### src/rtl/synd_pkg.sv
package synd_pkg;

  // Outcome of one evaluation at the decision stage
  typedef enum logic [1:0] {
    DEC_NONE   = 2'd0,
    DEC_CONT   = 2'd1,
    DEC_PASS   = 2'd2,
    DEC_GIVEUP = 2'd3
  } decision_t;

endpackage

### src/rtl/synd_rows.sv
// Stage 1: per-row parity of the masked hard-decision vector.
module synd_rows #(
  parameter int N = 12,
  parameter int M = 6,
  parameter logic [M*N-1:0] H = '0
) (
  input  logic         clk,
  input  logic         rst,
  input  logic         flush,
  input  logic         in_valid,
  input  logic [N-1:0] bits_i,
  output logic         out_valid,
  output logic [M-1:0] syn_o,
  output logic [N-1:0] word_o
);

  logic [M-1:0] syn_d;

  // One XOR tree per matrix row
  for (genvar r = 0; r < M; r++) begin : g_row
    assign syn_d[r] = ^(bits_i & H[r*N +: N]);
  end

  always_ff @(posedge clk) begin
    if (rst) begin
      out_valid <= 1'b0;
      syn_o     <= '0;
      word_o    <= '0;
    end else if (flush) begin
      out_valid <= 1'b0;
    end else begin
      out_valid <= in_valid;
      if (in_valid) begin
        syn_o  <= syn_d;
        word_o <= bits_i;
      end
    end
  end

  AST_ROWS_FLUSHED: assert property (@(posedge clk) disable iff (rst)
    flush |=> !out_valid);

endmodule

### src/rtl/synd_weight.sv
// Stage 2: count failing rows.
module synd_weight #(
  parameter int N = 12,
  parameter int M = 6,
  localparam int SW = $clog2(M + 1)
) (
  input  logic          clk,
  input  logic          rst,
  input  logic          flush,
  input  logic          in_valid,
  input  logic [M-1:0]  syn_i,
  input  logic [N-1:0]  word_i,
  output logic          out_valid,
  output logic [SW-1:0] weight_o,
  output logic          zero_o,
  output logic [N-1:0]  word_o
);

  logic [SW-1:0] cnt;

  always_comb begin
    cnt = '0;
    for (int r = 0; r < M; r++) begin
      cnt = cnt + SW'(syn_i[r]);
    end
  end

  always_ff @(posedge clk) begin
    if (rst) begin
      out_valid <= 1'b0;
      weight_o  <= '0;
      zero_o    <= 1'b0;
      word_o    <= '0;
    end else if (flush) begin
      out_valid <= 1'b0;
    end else begin
      out_valid <= in_valid;
      if (in_valid) begin
        weight_o <= cnt;
        zero_o   <= (syn_i == '0);
        word_o   <= word_i;
      end
    end
  end

  AST_WEIGHT_BOUND: assert property (@(posedge clk) disable iff (rst)
    out_valid |-> (weight_o <= SW'(M)));

endmodule

### src/rtl/synd_term_ctrl.sv
// Stage 3: iteration counting and stop decision.
module synd_term_ctrl
  import synd_pkg::*;
#(
  parameter int N = 12,
  parameter int M = 6,
  parameter int MAX_ITER = 8,
  localparam int SW  = $clog2(M + 1),
  localparam int ITW = $clog2(MAX_ITER + 1)
) (
  input  logic           clk,
  input  logic           rst,
  input  logic           start,
  input  logic           in_valid,
  input  logic [SW-1:0]  weight_i,
  input  logic           zero_i,
  input  logic [N-1:0]   word_i,
  output logic           chk_valid,
  output logic [SW-1:0]  chk_weight,
  output logic           next_iter,
  output logic           done,
  output logic           fail,
  output logic           word_valid,
  output logic [N-1:0]   word_out,
  output logic [ITW-1:0] iters
);

  decision_t      dec;
  logic [ITW-1:0] iter_nxt;

  always_comb begin
    iter_nxt = iters + ITW'(1);
    dec      = DEC_NONE;
    if (in_valid && !done) begin
      if (zero_i)                          dec = DEC_PASS;
      else if (iter_nxt == ITW'(MAX_ITER)) dec = DEC_GIVEUP;
      else                                 dec = DEC_CONT;
    end
  end

  always_ff @(posedge clk) begin
    if (rst) begin
      chk_valid  <= 1'b0;
      chk_weight <= '0;
      next_iter  <= 1'b0;
      done       <= 1'b0;
      fail       <= 1'b0;
      word_valid <= 1'b0;
      word_out   <= '0;
      iters      <= '0;
    end else if (start) begin
      chk_valid  <= 1'b0;
      next_iter  <= 1'b0;
      word_valid <= 1'b0;
      done       <= 1'b0;
      fail       <= 1'b0;
      iters      <= '0;
    end else begin
      chk_valid  <= (dec != DEC_NONE);
      next_iter  <= 1'b0;
      word_valid <= 1'b0;
      if (dec != DEC_NONE) begin
        chk_weight <= weight_i;
        iters      <= iter_nxt;
      end
      case (dec)
        DEC_CONT: next_iter <= 1'b1;
        DEC_PASS: begin
          done       <= 1'b1;
          word_valid <= 1'b1;
          word_out   <= word_i;
        end
        DEC_GIVEUP: begin
          done       <= 1'b1;
          fail       <= 1'b1;
          word_valid <= 1'b1;
          word_out   <= word_i;
        end
        default: ;
      endcase
    end
  end

  AST_FAIL_NEEDS_DONE: assert property (@(posedge clk) disable iff (rst)
    fail |-> done);

  AST_ITER_LIMIT: assert property (@(posedge clk) disable iff (rst)
    iters <= ITW'(MAX_ITER));

  AST_CONT_EXCLUSIVE: assert property (@(posedge clk) disable iff (rst)
    next_iter |-> (!done && !word_valid));

  AST_DONE_STICKY: assert property (@(posedge clk) disable iff (rst)
    (done && !start) |=> done);

  AST_VALID_ON_RISE: assert property (@(posedge clk) disable iff (rst)
    word_valid |-> (done && !$past(done)));

  AST_LOCKED_AFTER_DONE: assert property (@(posedge clk) disable iff (rst)
    (done && !start) |=> $stable(iters));

endmodule

### src/rtl/synd_stop_check.sv
// Top: syndrome-based early-termination decision.
module synd_stop_check #(
  parameter int N = 12,
  parameter int M = 6,
  parameter logic [M*N-1:0] H = 72'h294_942_429_F00_0F0_00F,
  parameter int MAX_ITER = 8,
  localparam int SW  = $clog2(M + 1),
  localparam int ITW = $clog2(MAX_ITER + 1)
) (
  input  logic           clk,
  input  logic           rst,
  input  logic           start,
  input  logic           hard_valid,
  input  logic [N-1:0]   hard_bits,
  output logic           chk_valid,
  output logic [SW-1:0]  chk_weight,
  output logic           next_iter,
  output logic           done,
  output logic           fail,
  output logic           word_valid,
  output logic [N-1:0]   word_out,
  output logic [ITW-1:0] iters
);

  logic          accept;
  logic          s1_valid;
  logic [M-1:0]  s1_syn;
  logic [N-1:0]  s1_word;
  logic          s2_valid;
  logic [SW-1:0] s2_weight;
  logic          s2_zero;
  logic [N-1:0]  s2_word;

  assign accept = hard_valid && !start && !done;

  synd_rows #(.N(N), .M(M), .H(H)) u_rows (
    .clk       (clk),
    .rst       (rst),
    .flush     (start),
    .in_valid  (accept),
    .bits_i    (hard_bits),
    .out_valid (s1_valid),
    .syn_o     (s1_syn),
    .word_o    (s1_word)
  );

  synd_weight #(.N(N), .M(M)) u_weight (
    .clk       (clk),
    .rst       (rst),
    .flush     (start),
    .in_valid  (s1_valid),
    .syn_i     (s1_syn),
    .word_i    (s1_word),
    .out_valid (s2_valid),
    .weight_o  (s2_weight),
    .zero_o    (s2_zero),
    .word_o    (s2_word)
  );

  synd_term_ctrl #(.N(N), .M(M), .MAX_ITER(MAX_ITER)) u_ctrl (
    .clk        (clk),
    .rst        (rst),
    .start      (start),
    .in_valid   (s2_valid),
    .weight_i   (s2_weight),
    .zero_i     (s2_zero),
    .word_i     (s2_word),
    .chk_valid  (chk_valid),
    .chk_weight (chk_weight),
    .next_iter  (next_iter),
    .done       (done),
    .fail       (fail),
    .word_valid (word_valid),
    .word_out   (word_out),
    .iters      (iters)
  );

  AST_STROBE_ORDER: assert property (@(posedge clk) disable iff (rst)
    chk_valid |-> (next_iter != word_valid));

endmodule

### config.mk
export PLATFORM = sky130hd
export DESIGN_NAME = synd_stop_check
export DESIGN_NICKNAME = d
export VERILOG_FILES = /design/src/rtl/synd_pkg.sv /design/src/rtl/synd_rows.sv /design/src/rtl/synd_weight.sv /design/src/rtl/synd_term_ctrl.sv /design/src/rtl/synd_stop_check.sv
export SDC_FILE = /design/constraint.sdc
export NUM_CORES = 1
export LEC_CHECK = 0
export ABC_AREA = 1
export BUFFER_PORTS_ARGS = -buffer_cell sky130_fd_sc_hd__buf_2
export CORE_ASPECT_RATIO = 0.8
export CORE_MARGIN = 2
export CORE_UTILIZATION = 29
export DETAILED_ROUTE_END_ITERATION = 8
export PLACE_DENSITY_LB_ADDON = 0.12
export SLEW_MARGIN = 10
export SYNTH_ARGS = -nofsm -noshare
export SYNTH_HDL_FRONTEND = slang
export SYNTH_SLANG_ARGS = --single-unit
### constraint.sdc
create_clock -name clk -period 2.8 [get_ports clk]
set_input_delay 0.84 -clock clk [delete_from_list [all_inputs] [get_ports clk]]
set_output_delay 0.84 -clock clk [all_outputs]
set_load 0.01 [all_outputs]
**Yosys cells after proc, flatten, opt, wreduce, memory -nomap -nowiden**

Index checks and enable logic that the tools add are counted.

- Logic and storage cells: 50
- Bits in registers: 60

- Equal/unequal tests: 4
- Bitwise logic cells: 1
- $add $sub $neg: 6
- Reductions and logical operators: 19
- Mux-type cells: 5

Operators by type and width:

| kind | count |
|---|---|
| 12-bit XOR reduction | 6 |
| 3-bit by 1-bit adder with 3-bit output | 4 |
| 2-bit AND reduction | 4 |
| 6-bit logical NOT | 1 |
| 2-bit 2-to-1 mux | 3 |
| 4-bit by 1-bit adder with 4-bit output (second input constant) | 1 |
| 2-bit == test (second input constant) | 2 |
| 4-bit == test (second input constant) | 1 |
| 2-bit OR reduction | 2 |
| 1-bit logical AND | 3 |
| 1-bit by 1-bit adder with 2-bit output | 1 |
| 2-bit by 1-bit == test with 1-bit output (second input constant) | 1 |
| 1-bit logical NOT | 2 |
| 1-bit 2-to-1 mux | 2 |
| 2-bit nonzero test | 1 |
| 1-bit NOT | 1 |

**Longest topological paths before layout**

- Depth in word-level cells: 8
- Gate-level depth with buffers: 9

**Modules after synthesis**

A second synthesis with hierarchy kept.

- Cells, all modules: 402
- Area total of the unflattened synthesis: 2,914.0 µm²

By module, submodules not included:

| module | sequential area each (µm²) | cells each | times used | area an instance (µm²) |
|---|---|---|---|---|
| synd_rows | 380.4 | 171 | 1 | 1,101.1 |
| synd_term_ctrl | 480.5 | 138 | 1 | 1,048.5 |
| synd_weight | 340.3 | 90 | 1 | 750.7 |
| synd_stop_check | 0.0 | 3 | 1 | 13.8 |

**Worst setup path before layout**

Ideal clock, no wire load.

- Path type: register to register
- Start: register u_rows.syn_o[0]
- End: register u_weight.weight_o[1]
- Library setup time: 0.116 ns
- Path slack: 0.539 ns
- Data arrival time: 2.145 ns
- Stages on the path, launching flop included: 10
- Cells stage by stage: dfxtp_1 inv_1 ha_1 inv_1 fa_1 inv_1 fa_1 fa_1 o21ai_0 nor2_1

- Longest elaborated chain between the ends: 5

RTL lines:

| element | RTL line | RTL |
|---|---|---|
| from (decl) | synd_rows.sv:13 | `output logic [M-1:0] syn_o,` |
| from (signal assigned) | synd_rows.sv:34 | `syn_o <= syn_d;` |
| 1-bit by 1-bit adder with 2-bit output | synd_weight.sv:24 | `cnt = cnt + SW'(syn_i[r]);` |
| 3-bit by 1-bit adder with 3-bit output (4 in a row) | synd_weight.sv:24 |  |
| named net u_weight.cnt[1] | synd_weight.sv:19 | `logic [SW-1:0] cnt;` |
| to (signal assigned) | synd_weight.sv:39 | `weight_o <= cnt;` |
| to (decl) | synd_weight.sv:14 | `output logic [SW-1:0] weight_o,` |

The timed path passes the listed nets, and every way through them passes these cells.
A chain may end at the register's enable or synchronous reset.

**Final worst setup path**

Ends and elaborated chain as after synthesis.

==> impl_metrics.yaml <==
finish:
  final_cell_mix: "dfxtp_1, nor2_1, inv_1, buf_2, o21ai_0"
  syn2layout_area_growth_pct: 17.42
  layout_commonest_cell: "dfxtp_1"
  n_antenna_cell: 0
  layout-drive-gt1-share_pct: 18.23
  stdcell_count: 474
  finalInstanceArea_sq_um: 2977
  nets: 379
sta:
  finClkSkew_ps: 6.789
  finalWorstPathRequiredPeriod_ps: 2342
  rsz0062_at_grt: "no"
  maxSlewHeadroom_pct: 68.10
  setup_viol: 0
  layout_worst_path_cycle_share_pct: 83.63
  worst_pin_slew_ps: 477.4
  hold_violations: 0
  fmax_mhz: 427.0
  maxSlewViolCount: 0
  final.setup.tns_ps: 0
  fin_ws_ps: 458.2
worst_setup_path:
  end_kind: "flop"
  start_kind: "flop"
  cp_cell_sequence: "inv_1, ha_1, inv_1, fa_1, inv_1, fa_1, fa_1, o21ai_0, nor2_1"
  crit_type: "flop to flop"
  crit_arrival_ps: 2560
  cpPeakStageDelay_ps: 470
  critical_path.max_fanout: 2
  crit_slowest_cell: "fa_1"
  crit_required_ps: 3020
  worstRegToRegCells: 9
clock_tree:
  cts_buffer_depth: 2
  cts_made_buffers: 9
  cts_tree: "yes"
  cts.sinks: 60
  postCtsSetupBuffers: 0
  clkLatencyLatePin_ps: 330
  hold_buffers: 0
  cts_max_level: 3
  root_buffer: "clkbuf_8"
  cts_resized: 0
  path_clk_slew_ps: 60
route:
  wire_per_inst_um: 11.03
  vias: 1981
  drt_iter0_markers: 59
  avgViaCountPerCell: 4.179
  first_pass_iters: 4
  routed_wl_um: 5227
  route.detailed.drc: 0
  ant_nets: 0
power_and_ir_drop:
  finalPower_mw: 1.760
  powerDensity_nw_per_um2: 591.3
  p_leak_nw: 1.348
  peakVddDrop_mv: 0.1703
floorplan:
  die_h_um: 87.63
  row_count: 30
  coreArea_sq_um: 8483
  io_pins: 40
  die_w_um: 108.5
  die_area_sq_um: 9510
  initial_core_util_pct: 29.88
synth:
  synth_top_area_share_pct: 47.38
  synth.distinct_cells: 27
  yosysSeqAreaShare_pct: 47.38
  synthCells: 319
  synth.area.top_cells: "dfxtp_1, nor2_1, o21ai_0"
  synth_seq_cells: 60
  avgSynthCellArea_sq_um: 7.946
  syn_nets: 341
  ys_warn_count: 0
  synthesis.area_sq_um: 2535
  yosysTopAreaCell: "dfxtp_1"
place:
  gp_congestion: 0.7947
  pre_cts_slack_ps: 474.7
  dpl.hpwl_um: 3747
  dpl-instance-area_sq_um: 2795
  io_buffers: 39
  place_inst: 458
global_route:
  grt_pass1_wl_um: 8935
  grt_usage_pct: 12.11
  antenna_found_initial: 0
  grt_max_degree: 45
  grt_overflow: 0
  grt_pass1_vias: 1809
worst_hold_path:
  min_path_type: "flop to flop"
  hold_depth: 2
status:
  status: "complete, no violations"
flow_run:
  maxCapViolations: 0
state kept, by name (all words and copies together) (netlist names):
| signal | count |
|---|---|
| u_ctrl.chk_valid | 1 |
| u_ctrl.chk_weight | 3 |
| u_ctrl.done | 1 |
| u_ctrl.fail | 1 |
| u_ctrl.iters | 4 |
| u_ctrl.next_iter | 1 |
| u_ctrl.word_out | 12 |
| u_ctrl.word_valid | 1 |
| u_rows.out_valid | 1 |
| u_rows.syn_o | 6 |
| u_rows.word_o | 12 |
| u_weight.out_valid | 1 |
| u_weight.weight_o | 3 |
| u_weight.word_o | 12 |
| u_weight.zero_o | 1 |
synth_stat cells:
cell,n
dfxtp_1,60
nor2_1,59
inv_1,39
o21ai_0,37
nand2_1,31
a21oi_1,24
xnor2_1,13
nand3_1,11
clkbuf_1,6
xor2_1,5
a21oi_2,4
buf_2,3
fa_1,3
ha_1,3
nand2_2,3
nand3b_1,3
nand4_1,3
buf_4,2
buf_6,2
and2_1,1
buf_8,1
inv_2,1
inv_4,1
nand2_4,1
nand3_2,1
nor2_2,1
nor3_1,1
cells by family after synthesis:
| logic type | Yosys count | share of synthesized area [%] |
|---|---|---|
| buffers and inverters | 55 | 9.723 |
| xor gates and xnor gates | 18 | 6.219 |
| DFF | 60 | 47.38 |
| and+or+nand+nor | 115 | 19.40 |
| adders and majority gates | 6 | 3.850 |
| AOI/OAI and AO/OA | 65 | 13.43 |
critical path: cells and delay by family, from the launching register on:
kind,cells,cell delay (ps)
AO/OA/AOI/OAI,1,160
adder cells (fa/ha/maj),4,1530
buffers and inverters,3,150
flip-flops,1,330
AND/OR/NAND/NOR,1,50
stage by stage:
step	util, %	hold slack, ps
floorplan	-	430.1
global placement	32.95	440.0
detailed placement	32.95	448.9
CTS	35.09	458.1
global route	35.09	473.6
finish	35.09	456.3
path summary, 6_finish.rpt:
path | from | to | slack [ps]
max reg2reg | u_rows.syn_o[0] | u_weight.weight_o[1] | 460
max | u_rows.syn_o[0] | u_weight.weight_o[1] | 460
min reg2reg | u_weight.word_o[5] | u_weight.word_o[5] | 460
min | u_weight.word_o[5] | u_weight.word_o[5] | 460
report_power, final:
part           internal (mW)  total (mW)  switching (mW)
Clock                  0.394       0.704           0.311
Sequential             0.882       0.895          0.0126
Combinational         0.0634       0.161          0.0975
Total                   1.34        1.76           0.421
layout make-up:
type,count,area [sq um]
clock buffer,15,176.4
timing repair buffer,41,210.2
clock inverter,1,5.005
multi-input combinational,204,1087
tap,112,140.1
sequential,60,1201
fill,959,5507
inverter,41,156.4
per-layer routing:
metal  share of wire [%]  track usage (%)  routed length, um  vias up
met5                   0                0                  0        -
li1                    -                -                  -     1078
met2                  36            15.06               1860       38
met3                 6.2            5.283                322        6
met1                  57            18.19               2985      859
met4                 1.1            3.846                 59        0
Note: power is estimated with default switching activity, not from simulation.
